$ cat src/rtl/upscale_pkg.sv
package upscale_pkg;
  localparam int PHASE_W = 3;

  typedef struct packed {
    logic               valid;
    logic [PHASE_W-1:0] hPhase;
    logic [PHASE_W-1:0] vPhase;
  } stepStrobe_t;
endpackage

$ cat src/rtl/upscale_dda_ctrl.sv
module upscale_dda_ctrl
  import upscale_pkg::*;
#(
  parameter int ACC_W = 16
) (
  input  logic             clk,
  input  logic             rst_n,
  input  logic             frameStart,
  input  logic             lineStart,
  input  logic             inValid,
  input  logic [ACC_W:0]   hStep,
  input  logic [ACC_W:0]   vStep,
  output stepStrobe_t      strobe,
  output logic             hAdvance,
  output logic             vAdvance
);
  localparam int STEP_W = ACC_W + 1;
  localparam logic [STEP_W-1:0] MIN_STEP = STEP_W'(1) << (ACC_W - PHASE_W);
  localparam logic [STEP_W-1:0] MAX_STEP = STEP_W'(1) << ACC_W;

  function automatic logic [STEP_W-1:0] clampStep(input logic [STEP_W-1:0] s);
    if (s < MIN_STEP) return MIN_STEP;
    if (s > MAX_STEP) return MAX_STEP;
    return s;
  endfunction

  logic [ACC_W-1:0]  hAcc, vAcc, hEff, vEff, hNext;
  logic [STEP_W-1:0] hSum, vSum;

  // horizontal: restart at line start, step once per valid point
  always_comb begin
    hEff     = lineStart ? '0 : hAcc;
    hSum     = {1'b0, hEff} + clampStep(hStep);
    hNext    = inValid ? hSum[ACC_W-1:0] : hEff;
    hAdvance = inValid & hSum[ACC_W];
  end

  // vertical: restart at frame start, step once per line start
  always_comb begin
    vSum = {1'b0, vAcc} + clampStep(vStep);
    if (frameStart) begin
      vEff     = '0;
      vAdvance = 1'b0;
    end else if (lineStart) begin
      vEff     = vSum[ACC_W-1:0];
      vAdvance = vSum[ACC_W];
    end else begin
      vEff     = vAcc;
      vAdvance = 1'b0;
    end
  end

  always_comb begin
    strobe.valid  = inValid;
    strobe.hPhase = hEff[ACC_W-1 -: PHASE_W];
    strobe.vPhase = vEff[ACC_W-1 -: PHASE_W];
  end

  always_ff @(posedge clk) begin
    if (!rst_n) begin
      hAcc <= '0;
      vAcc <= '0;
    end else begin
      hAcc <= hNext;
      vAcc <= vEff;
    end
  end

  assert_line_reset_R4: assert property (@(posedge clk) disable iff (!rst_n)
    (lineStart && !inValid) |=> (hAcc == '0));

  assert_frame_reset_R5: assert property (@(posedge clk) disable iff (!rst_n)
    frameStart |=> (vAcc == '0));

  assert_adv_needs_valid_R3: assert property (@(posedge clk) disable iff (!rst_n)
    hAdvance |-> inValid);

  assert_unity_advance_R7: assert property (@(posedge clk) disable iff (!rst_n)
    (inValid && hStep == MAX_STEP) |-> hAdvance);

  assert_min_step_R6: assert property (@(posedge clk) disable iff (!rst_n)
    (inValid && !lineStart && hStep <= MIN_STEP) |=>
      (ACC_W'(hAcc - $past(hAcc)) == MIN_STEP[ACC_W-1:0]));
endmodule

$ cat src/rtl/upscale_interp.sv
module upscale_interp
  import upscale_pkg::*;
#(
  parameter int COMP_W   = 8,
  parameter int NUM_COMP = 3
) (
  input  logic                       clk,
  input  logic                       rst_n,
  input  stepStrobe_t                strobe,
  input  logic [NUM_COMP*COMP_W-1:0] a00,
  input  logic [NUM_COMP*COMP_W-1:0] a10,
  input  logic [NUM_COMP*COMP_W-1:0] a01,
  input  logic [NUM_COMP*COMP_W-1:0] a11,
  output logic                       outValid,
  output logic [NUM_COMP*COMP_W-1:0] outPix
);
  localparam int PIX_W = NUM_COMP * COMP_W;
  localparam int WT_W  = PHASE_W + 1;
  localparam int B_W   = COMP_W + PHASE_W + 1;
  localparam int Z_W   = COMP_W + 2 * PHASE_W + 1;
  localparam logic [WT_W-1:0] ONE   = WT_W'(1) << PHASE_W;
  localparam logic [Z_W-1:0]  ROUND = Z_W'(1) << (2 * PHASE_W - 1);

  logic [WT_W-1:0] wx, wxInv, wy, wyInv;
  logic [PHASE_W-1:0] s1VPhase;
  logic s1Valid;
  logic [NUM_COMP-1:0][B_W-1:0] b1All, b2All, s1B1, s1B2;
  logic [NUM_COMP-1:0][COMP_W-1:0] zAll;

  always_comb begin
    wx    = {1'b0, strobe.hPhase};
    wxInv = ONE - wx;
    wy    = {1'b0, s1VPhase};
    wyInv = ONE - wy;
  end

  for (genvar k = 0; k < NUM_COMP; k++) begin : gLane
    logic [COMP_W-1:0] p00, p10, p01, p11;
    logic [Z_W-1:0]    zSum;
    always_comb begin
      p00 = a00[k*COMP_W +: COMP_W];
      p10 = a10[k*COMP_W +: COMP_W];
      p01 = a01[k*COMP_W +: COMP_W];
      p11 = a11[k*COMP_W +: COMP_W];
      b1All[k] = B_W'(p00) * B_W'(wxInv) + B_W'(p10) * B_W'(wx);
      b2All[k] = B_W'(p01) * B_W'(wxInv) + B_W'(p11) * B_W'(wx);
      zSum     = Z_W'(s1B1[k]) * Z_W'(wyInv) + Z_W'(s1B2[k]) * Z_W'(wy) + ROUND;
      zAll[k]  = zSum[2*PHASE_W +: COMP_W];
    end
  end

  always_ff @(posedge clk) begin
    if (!rst_n) begin
      s1Valid  <= 1'b0;
      s1VPhase <= '0;
      s1B1     <= '0;
      s1B2     <= '0;
      outValid <= 1'b0;
      outPix   <= '0;
    end else begin
      s1Valid  <= strobe.valid;
      s1VPhase <= strobe.vPhase;
      s1B1     <= b1All;
      s1B2     <= b2All;
      outValid <= s1Valid;
      outPix   <= PIX_W'(zAll);
    end
  end

  assert_latency_R1: assert property (@(posedge clk) disable iff (!rst_n)
    strobe.valid |=> ##1 outValid);

  assert_idle_latency_R1: assert property (@(posedge clk) disable iff (!rst_n)
    !strobe.valid |=> ##1 !outValid);

  assert_corner_pass_R2: assert property (@(posedge clk) disable iff (!rst_n)
    (strobe.valid && strobe.hPhase == '0 && strobe.vPhase == '0) |=> ##1
      (outPix == $past(a00, 2)));
endmodule

$ cat src/rtl/dda_bilinear_upscaler.sv
module dda_bilinear_upscaler
  import upscale_pkg::*;
#(
  parameter int ACC_W    = 16,
  parameter int COMP_W   = 8,
  parameter int NUM_COMP = 3
) (
  input  logic                       clk,
  input  logic                       rst_n,
  input  logic                       frameStart,
  input  logic                       lineStart,
  input  logic                       inValid,
  input  logic [ACC_W:0]             hStep,
  input  logic [ACC_W:0]             vStep,
  input  logic [NUM_COMP*COMP_W-1:0] a00,
  input  logic [NUM_COMP*COMP_W-1:0] a10,
  input  logic [NUM_COMP*COMP_W-1:0] a01,
  input  logic [NUM_COMP*COMP_W-1:0] a11,
  output logic                       outValid,
  output logic [NUM_COMP*COMP_W-1:0] outPix,
  output logic                       hAdvance,
  output logic                       vAdvance
);
  stepStrobe_t strobe;

  upscale_dda_ctrl #(.ACC_W(ACC_W)) u_ctrl (
    .clk(clk), .rst_n(rst_n), .frameStart(frameStart), .lineStart(lineStart),
    .inValid(inValid), .hStep(hStep), .vStep(vStep), .strobe(strobe),
    .hAdvance(hAdvance), .vAdvance(vAdvance)
  );

  upscale_interp #(.COMP_W(COMP_W), .NUM_COMP(NUM_COMP)) u_interp (
    .clk(clk), .rst_n(rst_n), .strobe(strobe), .a00(a00), .a10(a10),
    .a01(a01), .a11(a11), .outValid(outValid), .outPix(outPix)
  );
endmodule

$ cat config.mk
export PLATFORM = sky130hd
export DESIGN_NAME = dda_bilinear_upscaler
export DESIGN_NICKNAME = d
export VERILOG_FILES = /design/src/rtl/upscale_pkg.sv /design/src/rtl/upscale_dda_ctrl.sv /design/src/rtl/upscale_interp.sv /design/src/rtl/dda_bilinear_upscaler.sv
export SDC_FILE = /design/constraint.sdc
export NUM_CORES = 1
export LEC_CHECK = 0
export BUFFER_PORTS_ARGS = -buffer_cell sky130_fd_sc_hd__buf_2
export CAP_MARGIN = 0
export CORE_ASPECT_RATIO = 1.1
export CORE_MARGIN = 4
export CORE_UTILIZATION = 30
export DETAILED_ROUTE_END_ITERATION = 10
export GPL_TIMING_DRIVEN = 0
export MAX_ROUTING_LAYER = met4
export PLACE_DENSITY_LB_ADDON = 0.3
export SLEW_MARGIN = 20
export SYNTH_ARGS = -nofsm -noshare
export SYNTH_HDL_FRONTEND = slang
export SYNTH_HIERARCHICAL = 1
export SYNTH_SLANG_ARGS = --single-unit
$ cat constraint.sdc
create_clock -name clk -period 7.96 [get_ports clk]
set_input_delay 1.194 -clock clk [delete_from_list [all_inputs] [get_ports clk]]
set_output_delay 1.194 -clock clk [all_outputs]
set_load 0.005 [all_outputs]
==> impl_results.md <==
- Initial cell density of the core: 0.304
- Main area contributors after synthesis: fa_1 (31%), and2_1 (14%), ha_1 (13%)
- Cells after synthesis: 2605
- CP bufs+invs: 10
- Final HPWL DP: roughly 57000 µm
- Wirelength per Cell: 17.5 µm
- Congestion Overflow GR: 0
- Routed WL: 67100 µm
- CTS buffer count: 17
- FF/Latch Area: 0.00266 mm²
- Critical path fanouts, max: 10
- Comb power frac: 0.467
- Initial antenna violation count: 13
- Vias in the first global route: between 15000 and 20000
- DRT Pass-1 Iters: 4
- Sequential share of power: 0.261
- # setup viols final: 0
- Commonest non-fill, non-tap cell in the layout: and2_1
- Worst vdd ir: approximately 0.12 mV
- Setup Skew: 0.0105 ns
- Post-synth EDFFs: 0
- IO Count: 162
- Post-synthesis cell area: between 0.02 and 0.025 mm²
- DRT iter0 DRCs: 859
- Hold_buf cts: 0
- Worst EP required: 8.34 ns
- Antenna violation net count after detailed routing: 0
- Die Ht: 300 µm
- Layout fillers: around 8100
- Global-route wire length before repair: 107000 µm
- Most used DFF post-synth: dfxtp_1
- Final GP Congestion: 0.915
- Biggest cell delay along the critical path: between 0.5 and 0.6 ns
- Horiz. Die Dim: 273 µm
- Max Cap Viol: 0
- Cell-by-cell trace of the critical path: clkbuf_2 -> buf_2 -> buf_2 -> buf_2 -> nor2_2 -> buf_4 -> buf_4 -> inv_1 -> ha_1 -> clkbuf_1 -> and2_1 -> fa_1 -> fa_1 -> inv_1 -> fa_1 -> inv_1 -> fa_1 -> ha_1 -> a21o_1 -> a21oi_1 -> o21bai_1 -> and2_1 -> o41ai_1 -> mux2i_1
- Via density: 4.59
- Critical path launch point type: input port
- Min-delay worst type: flip-flop to flip-flop
- PwrDens: 124 mW/mm²
- Port bufs: 160
- DP Cell Count: 3792
- Async SR Flop Fraction: 0
- Layout area overhead: 11.9%
- CTS tree: done
- Worst-Skew Late Latency: 0.48 ns
- Clk sink count: 133
- Post-CTS Setup Bufs: 0
- Fin util: 0.341
- Tightest Pin Transition: 1.05 ns
- Critical path class: input port to flip-flop
- CTS Buffer Depth: 2
- Netlist cell types: 72
- CP top delay family: adder cells
- Final Hold Vio Count: 0
- GRT Overall Usage: 0.175
- Arr. time, crit path: 8.12 ns
- Most frequent cells in the layout: and2_1 (532), inv_1 (382), fa_1 (359)
- Sw Share: 0.407
- Largest net degree at the start of global routing: 20
- Largest area contributor in the synthesized netlist: fa_1
- Final Non-Filler Cells: 3827
- Max-slew headroom: 0.299
- Clk root buf: clkbuf_16
- Multi-input gate area: ~0.019 mm²
- DRC: 0
- Sum Neg Setup Slack: 0 ns
- Max Clock Freq: roughly 0.13 GHz
- Mapped Nets: 3343
- Worst-path clk slew: 0.07 ns
- Tot Pwr: 3.23 mW
- Final Net Count: between 3000 and 4000
- Slowest stage cell, crit path: fa_1
- Max-slew violation total from the final report: 0
- Pint: 1.92 mW
- Layout cells sized above 1: 0.0865
- Sequential share of the synthesized area: 0.115
- Leak Pwr: 13.1 nW
- Worst Setup End Kind: flip-flop
- DIE AREA: 0.0820 mm²
- Warnings from Yosys: 6
- Critical path's most frequent cell: fa_1
- RSZ-0062 raised after global routing: false
- Syn avg cell area: 8.92 µm²
- Number of synthesized register bits: 133
- Post-synth top area share: 0.309
- Post-layout min period: 7.74 ns
- Clock Power Share: 0.271
- Crit share post-route: 0.973
- Via count: 17600
- Total core area: about 0.076 mm²
- Outcome: complete, no violations
- H-tree levels: 4
- Std cell rows: 106
- Switch Pwr: 1.32 mW
[power by group through the flow]
| stage | logic, mW | registers, mW | clock network [mW] |
|---|---|---|---|
| 3_3_place_gp | 1.50 | 0.865 | 0 |
| 2_1_floorplan | 1.08 | 0.819 | 0 |
| 3_5_place_dp | 1.51 | 0.864 | 0 |
| 5_1_grt | 1.76 | 0.859 | 0.933 |
| 4_1_cts | 1.53 | 0.848 | 0.911 |
| 6_report | 1.51 | 0.846 | 0.877 |
[final timing paths]
kind / from / cells after the start / slack [ns] / to
worst max register to register: u_interp/s1VPhase[0]$_SDFF_PN0_ / 18 / 0.81 / u_interp/outPix[15]$_SDFF_PN0_
worst min register to register: u_interp/s1Valid$_SDFF_PN0_ / 1 / 0.45 / u_interp/outValid$_SDFF_PN0_
worst min-delay path: u_interp/s1Valid$_SDFF_PN0_ / 1 / 0.45 / u_interp/outValid$_SDFF_PN0_
worst max-delay path: lineStart / 24 / 0.22 / u_interp/s1B1[33]$_SDFF_PN0_
[cell families (layout without fill, tap and decap cells)]
group,after synthesis,after routing,share of synthesized area
adder cells (fa/ha/maj),603,603,0.441
multiplexers,37,37,0.0160
buffers and inverters,476,668,0.0778
AND/OR/NAND/NOR,973,973,0.230
AO/OA/AOI/OAI,290,290,0.0851
flip-flops,133,133,0.115
XOR/XNOR,93,93,0.0360
other,0,4,0
[worst register-to-register path, delay by kind of cell (launching register included)]
family	cells	cell delay, ns
buf+inv	4	1.89
compound gates	3	0.75
fa+ha+maj	6	2.42
xor+xnor	1	0.53
flops	1	0.67
simple gates	4	0.78
[layer usage]
layer | routed length (µm) | vias up | share of wire | GRT usage
li1 | - | 8581 | - | -
met1 | 30900 | 8541 | 0.46 | 0.224
met2 | 31800 | 365 | 0.47 | 0.287
met3 | 2710 | 68 | 0.040 | 0.0277
met4 | 1710 | 0 | 0.026 | 0.0488
met5 | 0 | - | 0 | -
[repair_timing]
item                       CTS  global route
gates resized for setup     11            19
pin swaps                    0             0
setup endpoints to repair   54            17
[flip-flops by register name, summed over array words and instances (netlist names)]
register / flops
u_interp/s1B1: 36
u_interp/s1B2: 36
u_interp/outPix: 24
u_ctrl/hAcc: 16
u_ctrl/vAcc: 16
u_interp/s1VPhase: 3
u_interp/outValid: 1
u_interp/s1Valid: 1
[synthesized netlist by cell type, types with 12 or more instances]
master / instances
nand2_1: 170
o21ai_0: 41
a211oi_1: 20
nor3_1: 38
nand3_1: 12
inv_1: 382
fa_1: 359
and2_1: 532
xor2_1: 35
a21oi_1: 81
xnor2_1: 55
a21o_1: 29
mux2i_1: 36
nor2_1: 115
o21a_1: 19
o21bai_1: 19
dfxtp_1: 133
nor2b_1: 23
ha_1: 244
clkbuf_1: 77
nand2b_1: 35
[area by class of cell]
class | instances | share of cell area
Antenna cell | 4 | 0.000385
Buffer | 90 | 0.0149
Clock buffer | 17 | 0.0164
Clock inverter | 15 | 0.00789
Inverter | 385 | 0.0556
Multi-Input combinational cell | 1996 | 0.722
Sequential cell | 133 | 0.102
Tap cell | 1026 | 0.0493
Timing Repair Buffer | 161 | 0.0312
[metrics by stage]
step	hold slack (ns)	area (µm²)	setup WS, ns
2_1_floorplan	0.412	23200	0.674
3_3_place_gp	0.429	25300	-1.94
4_1_cts	0.452	26000	0.0112
5_1_grt	0.460	26000	0.0222
3_5_place_dp	0.430	25300	-1.98
6_report	0.448	26000	0.217
(Power assumes the default switching activity.)
